===== src/rtl/wdog_pkg.sv =====
package wdog_pkg;

  localparam int NSTAGE = 4;
  localparam int ACT_W  = 3;
  localparam int LEN_W  = 3;

  typedef enum logic [ACT_W-1:0] {
    ACT_NONE = 3'd0,
    ACT_IRQ  = 3'd1,
    ACT_CPU  = 3'd2,
    ACT_SYS  = 3'd3,
    ACT_AON  = 3'd4
  } wd_act_e;

  // Nominal duration of a pulse length code, in nanoseconds.
  function automatic int unsigned len_ns(input logic [LEN_W-1:0] code);
    case (code)
      3'd0:    return 100;
      3'd1:    return 200;
      3'd2:    return 300;
      3'd3:    return 400;
      3'd4:    return 500;
      3'd5:    return 800;
      3'd6:    return 1600;
      default: return 3200;
    endcase
  endfunction

  // Cycles = ceil(ns * clk_hz / 1e9), never below one.
  function automatic int unsigned len_cycles(input longint unsigned clk_hz,
                                             input logic [LEN_W-1:0] code);
    longint unsigned prod;
    longint unsigned q;
    prod = longint'(len_ns(code)) * clk_hz;
    q    = (prod + 64'd999_999_999) / 64'd1_000_000_000;
    if (q == 0) q = 1;
    return int'(q);
  endfunction

endpackage


===== src/rtl/wdog_seq.sv =====
module wdog_seq #(
  parameter int CNT_W = 32
) (
  input  logic                                      clk,
  input  logic                                      rst,
  input  logic                                      en,
  input  logic                                      feed,
  input  logic [wdog_pkg::NSTAGE*CNT_W-1:0]         limits,
  input  logic [wdog_pkg::NSTAGE*wdog_pkg::ACT_W-1:0] acts,
  output logic                                      fire,
  output logic [wdog_pkg::ACT_W-1:0]                fire_act
);
  localparam int SW = $clog2(wdog_pkg::NSTAGE);

  logic [SW-1:0]    stage;
  logic [CNT_W-1:0] cnt;
  logic [CNT_W-1:0] lim;
  logic [CNT_W-1:0] last;

  assign lim      = limits[stage*CNT_W +: CNT_W];
  assign last     = (lim == '0) ? '0 : lim - 1'b1;
  assign fire     = en && !feed && (cnt == last);
  assign fire_act = acts[stage*wdog_pkg::ACT_W +: wdog_pkg::ACT_W];

  always_ff @(posedge clk) begin
    if (rst || !en || feed) begin
      cnt   <= '0;
      stage <= '0;
    end else if (fire) begin
      cnt   <= '0;
      stage <= stage + 1'b1;
    end else begin
      cnt <= cnt + 1'b1;
    end
  end


  stage_step_chk: assert property (@(posedge clk) disable iff (rst)
    fire |=> (stage == SW'($past(stage) + 1'b1)) && (cnt == '0));

  feed_restart_chk: assert property (@(posedge clk) disable iff (rst)
    (en && feed) |=> (stage == '0) && (cnt == '0));

  idle_hold_chk: assert property (@(posedge clk) disable iff (rst)
    !en |=> (stage == '0) && (cnt == '0));

endmodule


===== src/rtl/wdog_pulse.sv =====
module wdog_pulse #(
  parameter longint unsigned CLK_HZ = 50_000_000
) (
  input  logic                       clk,
  input  logic                       rst,
  input  logic                       fire,
  input  logic [wdog_pkg::LEN_W-1:0] len_code,
  output logic                       pulse_o
);
  localparam int unsigned MAXC  = wdog_pkg::len_cycles(CLK_HZ, 3'd7);
  localparam int          REM_W = $clog2(MAXC + 1);
  localparam int          NCODE = 1 << wdog_pkg::LEN_W;

  logic [REM_W-1:0] tbl [NCODE];
  logic [REM_W-1:0] rem;

  for (genvar i = 0; i < NCODE; i++) begin : g_tbl
    assign tbl[i] = REM_W'(wdog_pkg::len_cycles(CLK_HZ, wdog_pkg::LEN_W'(i)));
  end

  always_ff @(posedge clk) begin
    if (rst) begin
      rem     <= '0;
      pulse_o <= 1'b0;
    end else if (fire) begin
      pulse_o <= 1'b1;
      rem     <= tbl[len_code] - 1'b1;
    end else if (rem != '0) begin
      rem <= rem - 1'b1;
    end else begin
      pulse_o <= 1'b0;
    end
  end


  pulse_hold_chk: assert property (@(posedge clk) disable iff (rst)
    (rem != '0) |=> pulse_o);

  pulse_end_chk: assert property (@(posedge clk) disable iff (rst)
    (!fire && rem == '0) |=> !pulse_o);

endmodule


===== src/rtl/wdog_stager.sv =====
module wdog_stager #(
  parameter longint unsigned CLK_HZ     = 50_000_000,
  parameter int              CNT_W      = 32,
  parameter bit              AON_DOMAIN = 1'b1
) (
  input  logic                   clk,
  input  logic                   rst,
  input  logic                   en,
  input  logic                   feed,
  input  logic                   irq_clr,
  input  logic [4*CNT_W-1:0]     stage_limit_i,
  input  logic [11:0]            stage_act_i,
  input  logic [2:0]             cpu_len_i,
  input  logic [2:0]             sys_len_i,
  output logic                   irq_o,
  output logic                   cpu_rst_o,
  output logic                   sys_rst_o,
  output logic                   aon_rst_o
);
  import wdog_pkg::*;

  localparam int NCH = 3;

  logic             fire;
  logic [ACT_W-1:0] fire_act;
  logic             aon_hit;
  logic [NCH-1:0]   ch_fire;
  logic [LEN_W-1:0] ch_len [NCH];
  logic [NCH-1:0]   ch_out;

  wdog_seq #(.CNT_W(CNT_W)) u_seq (
    .clk      (clk),
    .rst      (rst),
    .en       (en),
    .feed     (feed),
    .limits   (stage_limit_i),
    .acts     (stage_act_i),
    .fire     (fire),
    .fire_act (fire_act)
  );

  assign aon_hit    = AON_DOMAIN && (fire_act == ACT_AON);
  assign ch_fire[0] = fire && (fire_act == ACT_CPU);
  assign ch_fire[1] = fire && ((fire_act == ACT_SYS) || aon_hit);
  assign ch_fire[2] = fire && aon_hit;
  assign ch_len[0]  = cpu_len_i;
  assign ch_len[1]  = sys_len_i;
  assign ch_len[2]  = sys_len_i;

  for (genvar g = 0; g < NCH; g++) begin : g_ch
    wdog_pulse #(.CLK_HZ(CLK_HZ)) u_pulse (
      .clk      (clk),
      .rst      (rst),
      .fire     (ch_fire[g]),
      .len_code (ch_len[g]),
      .pulse_o  (ch_out[g])
    );
  end

  assign cpu_rst_o = ch_out[0];
  assign sys_rst_o = ch_out[1];
  assign aon_rst_o = ch_out[2];

  always_ff @(posedge clk) begin
    if (rst || !en)                        irq_o <= 1'b0;
    else if (fire && fire_act == ACT_IRQ)  irq_o <= 1'b1;
    else if (irq_clr)                      irq_o <= 1'b0;
  end


  irq_set_chk: assert property (@(posedge clk) disable iff (rst)
    (fire && fire_act == ACT_IRQ) |=> irq_o);

  irq_idle_chk: assert property (@(posedge clk) disable iff (rst)
    !en |=> !irq_o);

  aon_cause_chk: assert property (@(posedge clk) disable iff (rst)
    $rose(aon_rst_o) |-> $past(fire && fire_act == ACT_AON));

  aon_variant_chk: assert property (@(posedge clk) disable iff (rst)
    !AON_DOMAIN |-> !aon_rst_o);

endmodule


===== config.mk =====
export PLATFORM = sky130hd
export DESIGN_NAME = wdog_stager
export DESIGN_NICKNAME = d
export VERILOG_FILES = /design/src/rtl/wdog_pkg.sv /design/src/rtl/wdog_seq.sv /design/src/rtl/wdog_pulse.sv /design/src/rtl/wdog_stager.sv
export SDC_FILE = /design/constraint.sdc
export NUM_CORES = 1
export LEC_CHECK = 0
export ABC_AREA = 1
export BUFFER_PORTS_ARGS = -buffer_cell sky130_fd_sc_hd__buf_2
export CAP_MARGIN = 20
export CORE_MARGIN = 4
export CORE_UTILIZATION = 25
export CTS_CLUSTER_SIZE = 8
export DETAILED_ROUTE_END_ITERATION = 7
export GPL_ROUTABILITY_DRIVEN = 1
export PLACE_DENSITY = 0.42
export SLEW_MARGIN = 20
export SYNTH_ARGS = -nofsm -noshare
export SYNTH_HDL_FRONTEND = slang
export SYNTH_SLANG_ARGS = --single-unit

===== constraint.sdc =====
create_clock -name clk -period 4.39 [get_ports clk]
set_input_delay 0.878 -clock clk [delete_from_list [all_inputs] [get_ports clk]]
set_output_delay 0.878 -clock clk [all_outputs]
set_load 0.01 [all_outputs]

==> results of run 1 <==
[metrics by stage]
stage	power (mW)	hold slack (ps)	instances
finish	2.56	453	1841
global route	2.79	494	1841
CTS	2.60	457	1840
detailed placement	1.76	440	1824
global placement	1.78	447	1824
floorplan	1.50	453	1296
[layout make-up]
type	count	area, µm²	area share
Timing Repair Buffer	186	1080	0.124
Sequential cell	62	1240	0.143
Clock buffer	9	225	0.0259
Multi-Input combinational cell	1050	5000	0.575
Inverter	149	567	0.0652
Clock inverter	7	105	0.0121
Tap cell	378	473	0.0544
[tightest hold or removal path, cell delays in order (launching register included)]
cell and delay (ps):
dfxtp_1 310, inv_1 50, a21oi_1 50
[state kept, by name, summed over array words and instances (netlist names)]
name,count
u_seq.cnt,32
u_seq.stage,2
g_ch.u_pulse.pulse_o,3
g_ch.u_pulse.rem,24
irq_o,1
[per-layer routing]
layer / vias to the layer above / wire length, µm / global-route usage
li1: 4475 / - / -
met1: 3867 / 12000 / 0.217
met2: 193 / 13100 / 0.305
met3: 56 / 1030 / 0.0243
met4: 0 / 1210 / 0.0767
met5: - / 0 / 0
[repair_timing]
item,4_1_cts,5_1_grt
gates resized for setup,0,8
endpoints found under the setup margin,0,3
hold endpoints to repair,0,0
[power by group through the flow]
| stage | registers (mW) | logic [mW] | clock network (mW) |
|---|---|---|---|
| 2_1_floorplan | 0.720 | 0.776 | 0 |
| 3_3_place_gp | 0.743 | 1.03 | 0 |
| 3_5_place_dp | 0.737 | 1.02 | 0 |
| 4_1_cts | 0.726 | 1.03 | 0.844 |
| 5_1_grt | 0.738 | 1.19 | 0.863 |
| 6_report | 0.725 | 1.02 | 0.815 |
[kinds of logic (layout without fill, tap and decap cells)]
family | after synthesis | after routing | synth area share
adders and majority gates | 16 | 16 | 0.0285
DFF | 62 | 62 | 0.177
AOI/OAI and AO/OA | 82 | 82 | 0.0659
and+or+nand+nor | 924 | 924 | 0.579
xor gates and xnor gates | 28 | 28 | 0.0349
buffers and inverters | 184 | 351 | 0.114
[worst min-delay path by stage]
stage                                            to  slack, ps  cells past startpoint
2_1_floorplan               u_seq.cnt[0]$_SDFF_PP0_        450                      1
3_3_place_gp   g_ch[0].u_pulse.pulse_o$_SDFFE_PP0P_        450                      2
3_5_place_dp   g_ch[0].u_pulse.pulse_o$_SDFFE_PP0P_        440                      2
4_1_cts        g_ch[0].u_pulse.pulse_o$_SDFFE_PP0P_        460                      2
5_1_grt        g_ch[0].u_pulse.pulse_o$_SDFFE_PP0P_        490                      2
6_report       g_ch[0].u_pulse.pulse_o$_SDFFE_PP0P_        450                      2
[layout by cell type, fill, tap and decap left out, drive strengths merged, types with 2 or more instances in the layout]
cell type / netlist / layout
a31oi: 2 / 2
a211oi: 4 / 4
buf: 30 / 185
nand2: 511 / 511
xor2: 20 / 20
nor2: 173 / 173
xnor2: 8 / 8
o21a: 2 / 2
a32oi: 2 / 2
ha: 16 / 16
nor4: 11 / 11
nand3b: 6 / 6
inv: 147 / 150
o22ai: 2 / 2
a21oi: 35 / 35
clkinv: 2 / 3
nor3b: 8 / 8
nor3: 16 / 16
or2: 2 / 2
dfxtp: 62 / 62
and3b: 2 / 2
nand3: 138 / 138
nand4: 55 / 55
a22oi: 5 / 5
bufinv: 0 / 2
clkbuf: 5 / 10
o21ai: 26 / 26
==> flow_metrics.py, run 1 <==
metrics = {
    "worst_hold_path": {
        "hp-start": "g_ch[0].u_pulse.pulse_o$_SDFFE_PP0P_",
        "holdCritPathClass": "flip-flop to flip-flop",
    },
    "setup_path": {
        "crit_start": "stage_limit_i[33]",
        "cp_max_fo": 21,
        "critPathTopFamily": "simple AND/OR/NAND/NOR gates",
        "cp_num_buf_inv": 4,
        "crit_required_ps": 4610,
        "r2r-start": "u_seq.stage[0]$_SDFFE_PP0P_",
        "cp_num_cells": 28,
        "cp.arrival_ps": 4070,
        "setup.worst_path.start_class": "input pin",
        "crit_path_top_delay_cell": "buf_4",
        "reg2regPathDepth": 28,
        "crit_path_frequent_cell": "nand2_1",
        "r2r-end": "g_ch[0].u_pulse.rem[4]$_SDFFE_PP0P_",
        "critPathKind": "input pin to flip-flop",
        "rrSetupSlack_ps": 540,
        "end_kind": "flip-flop",
        "slowest_delay_ps": 210,
        "cp-endpoint": "g_ch[0].u_pulse.rem[4]$_SDFFE_PP0P_",
    },
    "yosys": {
        "ys_warn_count": 0,
        "netlist_instances": 1296,
        "netlist_top_cells_count": "498 x nand2_1, 151 x nor2_1, 137 x nand3_1, 136 x inv_1, 62 x dfxtp_1",
        "synth_fp_nets": 1463,
        "yosysTopAreaCellShare": 0.266,
        "synth-main-ff-cell": "dfxtp_1",
        "synth.distinct_cells": 45,
        "synth.largest_area_cell": "nand2_1",
        "syn_area_um2": 7020,
        "synthTopCellsByArea": "nand2_1 27%, dfxtp_1 18%, nand3_1 9.8%",
        "ys_seq_elements": 62,
        "ys_seq_area_frac": 0.177,
        "synthArstFlopShare": 0,
        "yosysMostFrequentCell": "nand2_1",
        "avgSynthCellArea_um2": 5.42,
        "synth_edf_count": 0,
    },
    "die": {
        "die_area_um2": 30800,
        "num_rows": 61,
        "die_x_um": 176,
        "die_y_um": 176,
        "start_util": 0.253,
        "core-area_um2": 27700,
        "io_pins": 155,
    },
    "sta": {
        "finalCritPeriodShare": 0.878,
        "finalSetupViolations": 0,
        "slew_viol_final": 0,
        "rsz0062_at_grt": "false",
        "max_freq_mhz": 260,
        "layout_min_cycle_time_ps": 3850,
        "skew_ps": 17.7,
        "hold_violations": 0,
        "setup_ws_ps": 537,
        "worstMarginPinSlew_ps": 578,
        "final.setup.tns_ps": 0,
        "slew_headroom": 0.613,
    },
    "cts": {
        "numCtsBuffers": 9,
        "clock_latency_ps": 350,
        "clk_root_buffer_cell": "clkbuf_16",
        "clock_sinks": 62,
        "htreeDepth": 3,
        "cts_hold_buffers": 0,
        "clk_pin_slew_ps": 60,
        "cts_tree": "yes",
        "cts_max_path_buffers": 2,
        "cts_setup_buffers": 0,
    },
    "routing": {
        "totalWireLength_um": 27300,
        "drc_errors": 0,
        "vias": 8591,
        "antenna_left": 0,
        "drtIter0Drc": 460,
        "via_per_inst": 4.67,
        "wl_per_cell_um": 14.8,
        "drt_first_pass_iters": 7,
    },
    "run": {
        "cap_viol_max_count": 0,
    },
    "power": {
        "power_frac_seq": 0.283,
        "clock_power_share": 0.318,
        "pwr-share-comb": 0.399,
        "switchingPower_mw": 0.970,
        "power_density_nw_per_um2": 295,
        "p_int_mw": 1.59,
        "ir_worst_vdd_uv": 176,
        "p_leak_nw": 4.23,
        "switching_share": 0.379,
    },
    "global_route": {
        "grt_pass1_wl_um": 43600,
        "overflow": 0,
        "grt_pass1_vias": 8510,
        "grt_max_degree": 68,
        "antenna_found_initial": 0,
        "grtUsageTotal": 0.176,
    },
    "cells_and_area": {
        "final_util": 0.314,
        "stdcell_area_um2": 8690,
        "area_growth_pct": 23.8,
        "layout-drive-gt1-share": 0.175,
        "nets": 1625,
        "fill_cells": 3224,
        "diodes": 0,
    },
    "placement": {
        "place.gp.congestion": 0.917,
        "hpwl_um": 22500,
        "dp_slack_ps": 138,
        "portBuffers": 154,
        "place_area_um2": 8310,
    },
    "status": {
        "status": "finished clean",
    },
}
(Power assumes the default switching activity.)
==> inputs of run 2 (changes only) <==
--- a/config.mk
+++ b/config.mk
@@ -13,6 +13,7 @@
 export CTS_CLUSTER_SIZE = 8
 export DETAILED_ROUTE_END_ITERATION = 7
 export GPL_ROUTABILITY_DRIVEN = 1
+export GPL_TIMING_DRIVEN = 0
 export PLACE_DENSITY = 0.42
 export SLEW_MARGIN = 20
 export SYNTH_ARGS = -nofsm -noshare
==> flow_metrics.py, run 2 (synthesis results as in run 1) <==
metrics = {
    "status": {
        "status": "finished clean",
    },
    "cts": {
        "htreeDepth": 3,
        "cts_hold_buffers": 0,
        "clock_sinks": 62,
        "numCtsBuffers": 9,
        "clk_pin_slew_ps": 70,
        "clock_latency_ps": 350,
        "cts_max_path_buffers": 2,
        "cts_tree": "yes",
        "clk_root_buffer_cell": "clkbuf_16",
    },
    "routing": {
        "drc_errors": 0,
        "totalWireLength_um": 28100,
        "wl_per_cell_um": 15.2,
        "vias": 8601,
        "via_per_inst": 4.66,
        "drtIter0Drc": 474,
        "drt_first_pass_iters": 5,
        "antenna_left": 0,
    },
    "global_route": {
        "grt_pass1_wl_um": 44100,
        "overflow": 0,
        "grt_pass1_vias": 8419,
        "grtUsageTotal": 0.180,
        "antenna_found_initial": 0,
        "grt_max_degree": 14,
    },
    "die": {
        "die_area_um2": 30800,
        "core-area_um2": 27700,
        "die_y_um": 176,
        "io_pins": 155,
        "die_x_um": 176,
        "num_rows": 61,
        "start_util": 0.253,
    },
    "setup_path": {
        "setup.worst_path.start_class": "flip-flop",
        "critPathKind": "flip-flop to flip-flop",
        "cp.arrival_ps": 4290,
        "crit_path_top_delay_cell": "dfxtp_1",
        "cp_max_fo": 10,
        "end_kind": "flip-flop",
        "slowest_delay_ps": 320,
        "crit_required_ps": 4670,
    },
    "sta": {
        "setup_ws_ps": 383,
        "worstMarginPinSlew_ps": 599,
        "layout_min_cycle_time_ps": 4010,
        "skew_ps": 17.1,
        "finalSetupViolations": 0,
        "hold_violations": 0,
        "finalCritPeriodShare": 0.913,
        "slew_viol_final": 0,
        "max_freq_mhz": 250,
        "slew_headroom": 0.597,
    },
    "worst_hold_path": {
        "holdCritPathClass": "flip-flop to flip-flop",
    },
    "cells_and_area": {
        "layout-drive-gt1-share": 0.187,
        "area_growth_pct": 24.0,
        "top_register": "u_seq.cnt",
        "nets": 1631,
        "diodes": 0,
        "fin_cells": 1847,
        "layout_common_cells": "490 x nand2_1, 167 x buf_2, 147 x nor2_1, 136 x inv_1, 133 x nand3_1",
        "fill_cells": 3253,
        "final_common_cell": "nand2_1",
        "largest_register_ffs": 32,
        "reg.largest.list": "u_seq.cnt (32), g_ch.u_pulse.rem (24), g_ch.u_pulse.pulse_o (3)",
        "multi_input_area_um2": 5070,
        "seqCellArea_um2": 1240,
    },
    "power": {
        "ir_worst_vdd_uv": 256,
        "power_density_nw_per_um2": 286,
        "p_leak_nw": 4.25,
    },
    "placement": {
        "place_inst": 1828,
        "hpwl_um": 23600,
        "portBuffers": 154,
        "dp_slack_ps": -367,
        "place.gp.congestion": 0.877,
    },
    "run": {
        "cap_viol_max_count": 0,
    },
}
==> run 2: changes by cell type in the layout (fill, tap and decap cells not counted), sizes merged <==
cell      change
clkinvlp      +1
buf           -2
clkbuf        +8
bufinv        -1
==> run 2: final timing paths <==
kind / depth (start not counted) / slack (ps) / from / end
worst max-delay path: 29 / 380 / u_seq.stage[0]$_SDFFE_PP0P_ / g_ch[0].u_pulse.rem[4]$_SDFFE_PP0P_
worst min-delay path: 2 / 450 / g_ch[0].u_pulse.pulse_o$_SDFFE_PP0P_ / g_ch[0].u_pulse.pulse_o$_SDFFE_PP0P_
worst max register to register: 29 / 380 / u_seq.stage[0]$_SDFFE_PP0P_ / g_ch[0].u_pulse.rem[4]$_SDFFE_PP0P_
worst min register to register: 2 / 450 / g_ch[0].u_pulse.pulse_o$_SDFFE_PP0P_ / g_ch[0].u_pulse.pulse_o$_SDFFE_PP0P_
==> run 2: worst max-delay path, delay by kind of cell, from the launching register on <==
| kind | cells | cell delay, ps |
|---|---|---|
| flops | 1 | 320 |
| buf+inv | 6 | 680 |
| simple gates | 20 | 2480 |
| fa+ha+maj | 2 | 330 |
| compound gates | 1 | 110 |
==> run 2: timing repair <==
action	4_1_cts	5_1_grt
resized for setup	2	31
pin swaps	0	5
setup buffers	0	3
setup endpoints to repair	12	53
==> run 2: power breakdown <==
group,switching (mW),internal (mW)
sequential,0.0685,0.660
clock,0.301,0.446
combinational,0.602,0.416
==> run 2: through the flow <==
stage / cell area (µm²) / hold WS (ps) / power (mW) / util / TNS (ps)
floorplan: 7020 / 453 / 1.50 / - / 0
global placement: 8260 / 432 / 1.75 / 0.298 / -6280
detailed placement: 8260 / 440 / 1.75 / 0.298 / -7860
CTS: 8570 / 457 / 2.52 / 0.309 / 0
global route: 8700 / 478 / 2.71 / 0.314 / -1.67
finish: 8700 / 448 / 2.49 / 0.314 / 0
==> run 2: cell type report <==
cell class / count / area share
plain buffers: 35 / 0.0296
clock buffers: 9 / 0.0259
clock inverters: 7 / 0.00920
inverters: 149 / 0.0647
multi-input cells: 1050 / 0.582
flip-flops and latches: 62 / 0.143
well taps: 378 / 0.0543
repair buffers: 157 / 0.0912
==> run 2: metal layers <==
layer  vias up  GRT usage  part of all wire
met3        15     0.0217             0.035
met1      3929      0.227              0.45
met2       158      0.332              0.51
met4         0     0.0283            0.0099
li1       4499          -                 -
met5         -          0                 0
==> inputs of run 3 (changes only) <==
--- a/config.mk
+++ b/config.mk
@@ -5,16 +5,14 @@
 export SDC_FILE = /design/constraint.sdc
 export NUM_CORES = 1
 export LEC_CHECK = 0
-export ABC_AREA = 1
 export BUFFER_PORTS_ARGS = -buffer_cell sky130_fd_sc_hd__buf_2
 export CAP_MARGIN = 20
 export CORE_MARGIN = 4
 export CORE_UTILIZATION = 25
 export CTS_CLUSTER_SIZE = 8
 export DETAILED_ROUTE_END_ITERATION = 7
-export GPL_ROUTABILITY_DRIVEN = 1
 export GPL_TIMING_DRIVEN = 0
-export PLACE_DENSITY = 0.42
+export PLACE_DENSITY = 0.43
 export SLEW_MARGIN = 20
 export SYNTH_ARGS = -nofsm -noshare
 export SYNTH_HDL_FRONTEND = slang
==> flow_metrics.py, run 3 <==
metrics = {
    "yosys": {
        "avgSynthCellArea_um2": 8.18,
        "netlist_top_cells_count": "100 x nor2_1, 62 x dfxtp_1, 59 x xnor2_1, 50 x nand2_1, 35 x mux4_2",
        "ys_seq_area_frac": 0.202,
        "synth.largest_area_cell": "dfxtp_1",
        "yosysMostFrequentCell": "nor2_1",
        "synth.distinct_cells": 78,
        "ys_seq_elements": 62,
        "synth_fp_nets": 918,
        "netlist_instances": 751,
        "yosysTopAreaCellShare": 0.202,
        "synthArstFlopShare": 0,
        "synth-main-ff-cell": "dfxtp_1",
        "ys_warn_count": 0,
        "synthTopCellsByArea": "dfxtp_1 20%, mux4_2 13%, xnor2_1 8.4%",
        "synth_edf_count": 0,
        "syn_area_um2": 6140,
    },
    "cells_and_area": {
        "diodes": 0,
        "top_register": "u_seq.cnt",
        "area_growth_pct": 44.1,
        "fin_cells": 1306,
        "reg.largest.list": "u_seq.cnt (32), g_ch.u_pulse.rem (24), g_ch.u_pulse.pulse_o (3)",
        "final_common_cell": "buf_2",
        "layout-drive-gt1-share": 0.384,
        "nets": 1144,
        "stdcell_area_um2": 8850,
        "layout_common_cells": "153 x buf_2, 98 x nor2_1, 60 x dfxtp_1, 58 x buf_4, 57 x xnor2_1",
        "largest_register_ffs": 32,
    },
    "sta": {
        "setup_ws_ps": -902,
        "skew_ps": 6.22,
        "finalCritPeriodShare": 1.21,
        "worstMarginPinSlew_ps": 787,
        "hold_violations": 0,
        "rsz0062_at_grt": "true",
        "layout_min_cycle_time_ps": 5290,
        "finalSetupViolations": 58,
        "slew_headroom": 0.471,
        "slew_viol_final": 0,
        "max_freq_mhz": 189,
    },
    "power": {
        "p_leak_nw": 3.36,
        "pwr-share-comb": 0.384,
        "p_int_mw": 1.69,
        "finalPower_mw": 2.49,
        "power_density_nw_per_um2": 282,
        "ir_worst_vdd_uv": 220,
        "clock_power_share": 0.331,
        "switching_share": 0.323,
        "power_frac_seq": 0.285,
        "switchingPower_mw": 0.805,
    },
    "placement": {
        "hpwl_um": 17900,
        "portBuffers": 154,
        "place.gp.congestion": 0.889,
        "dp_slack_ps": -2430,
        "place_inst": 1229,
        "place_area_um2": 7410,
    },
    "setup_path": {
        "cp_max_fo": 8,
        "crit_required_ps": 4650,
        "critPathKind": "flip-flop to flip-flop",
        "slowest_delay_ps": 560,
        "crit_path_top_delay_cell": "or4_4",
        "path_cells": "buf_12, buf_6, mux4_2, or3_4, or4_4, or4b_4, and2_4, a222oi_1, nand4_1, and4bb_2, buf_6, buf_6, and3_1, buf_6, o21ai_2, ha_4, nand2_2, xor2_1, or3_1, a21oi_1",
        "cp.arrival_ps": 5550,
        "end_kind": "flip-flop",
        "setup.worst_path.start_class": "flip-flop",
        "crit_path_frequent_cell": "buf_6",
    },
    "cts": {
        "clk_pin_slew_ps": 60,
        "clock_latency_ps": 330,
        "htreeDepth": 3,
        "cts_max_path_buffers": 2,
        "clk_root_buffer_cell": "clkbuf_16",
        "cts_tree": "yes",
        "cts_hold_buffers": 0,
        "clock_sinks": 62,
        "numCtsBuffers": 9,
    },
    "run": {
        "cap_viol_max_count": 0,
    },
    "global_route": {
        "grt_pass1_wl_um": 35000,
        "overflow": 0,
        "grt_pass1_vias": 6531,
        "grtUsageTotal": 0.165,
        "antenna_found_initial": 0,
        "grt_max_degree": 13,
    },
    "routing": {
        "totalWireLength_um": 22700,
        "drtIter0Drc": 371,
        "antenna_left": 0,
        "wl_per_cell_um": 17.4,
        "drc_errors": 0,
        "drt_first_pass_iters": 5,
        "vias": 6541,
        "via_per_inst": 5.01,
    },
    "die": {
        "die_x_um": 165,
        "io_pins": 155,
        "core-area_um2": 24200,
        "die_y_um": 165,
        "start_util": 0.253,
        "num_rows": 57,
        "die_area_um2": 27100,
    },
    "status": {
        "violations": "negative setup slack",
        "status": "finished with violations",
    },
    "worst_hold_path": {
        "holdCritPathClass": "flip-flop to flip-flop",
    },
}
## run 3: kinds of logic (layout without fill, tap and decap cells)
kind of cell,Yosys count,after routing,synth area share
flops,62,62,0.202
compound gates,120,120,0.133
fa+ha+maj,16,16,0.0326
xor+xnor,81,81,0.118
mux,58,58,0.167
simple gates,343,343,0.297
buf+inv,71,302,0.0503
## run 3: final timing paths
check / from / end / slack, ps / cells after the start
setup / recovery: u_seq.stage[0]$_SDFFE_PP0P_ / g_ch[0].u_pulse.rem[4]$_SDFFE_PP0P_ / -900 / 20
hold / removal: g_ch[0].u_pulse.pulse_o$_SDFFE_PP0P_ / g_ch[0].u_pulse.pulse_o$_SDFFE_PP0P_ / 470 / 2
setup reg to reg: u_seq.stage[0]$_SDFFE_PP0P_ / g_ch[0].u_pulse.rem[4]$_SDFFE_PP0P_ / -900 / 20
hold reg to reg: g_ch[0].u_pulse.pulse_o$_SDFFE_PP0P_ / g_ch[0].u_pulse.pulse_o$_SDFFE_PP0P_ / 470 / 2
## run 3: layer usage
| metal | track usage | vias to the layer above | share of wire |
|---|---|---|---|
| met5 | 0 | - | 0 |
| met1 | 0.218 | 3055 | 0.45 |
| met3 | 0.0227 | 24 | 0.054 |
| met4 | 0.0624 | 0 | 0.022 |
| met2 | 0.274 | 221 | 0.47 |
| li1 | - | 3241 | - |
## run 3: area by class of cell
class	instances	area (µm²)
Timing Repair Buffer	221	1360
Clock buffer	9	225
Fill cell	2590	15400
Tap cell	324	405
Sequential cell	62	1250
Buffer	37	303
Clock inverter	7	120
Multi-Input combinational cell	618	5090
Inverter	28	105
## run 3: through the flow
| stage | setup TNS (ps) | utilization | hold WS (ps) |
|---|---|---|---|
| global placement | -105090 | 0.305 | 462 |
| finish | -14290 | 0.365 | 472 |
| detailed placement | -100820 | 0.305 | 463 |
| global route | -21670 | 0.365 | 498 |
| CTS | -22120 | 0.348 | 473 |
| floorplan | -6760 | - | 458 |
## run 3: power by group through the flow
stage / clock [mW] / sequential, mW / combinational, mW
floorplan: 0 / 0.705 / 0.696
global placement: 0 / 0.720 / 0.892
detailed placement: 0 / 0.719 / 0.894
CTS: 0.847 / 0.707 / 0.933
global route: 0.872 / 0.720 / 1.08
finish: 0.826 / 0.711 / 0.956
## run 3: worst max-delay path, delay by kind of cell (launching register included)
family	cells	cell delay, ps
xor+xnor	1	60
fa+ha+maj	1	180
mux	1	510
flops	1	380
buf+inv	5	600
compound gates	3	590
simple gates	9	2890
## run 3: timing repair
item	CTS	global route
pin swaps	23	25
endpoints found under the setup margin	62	62
cloned	3	1
resized for setup	74	67
setup buffers	47	18
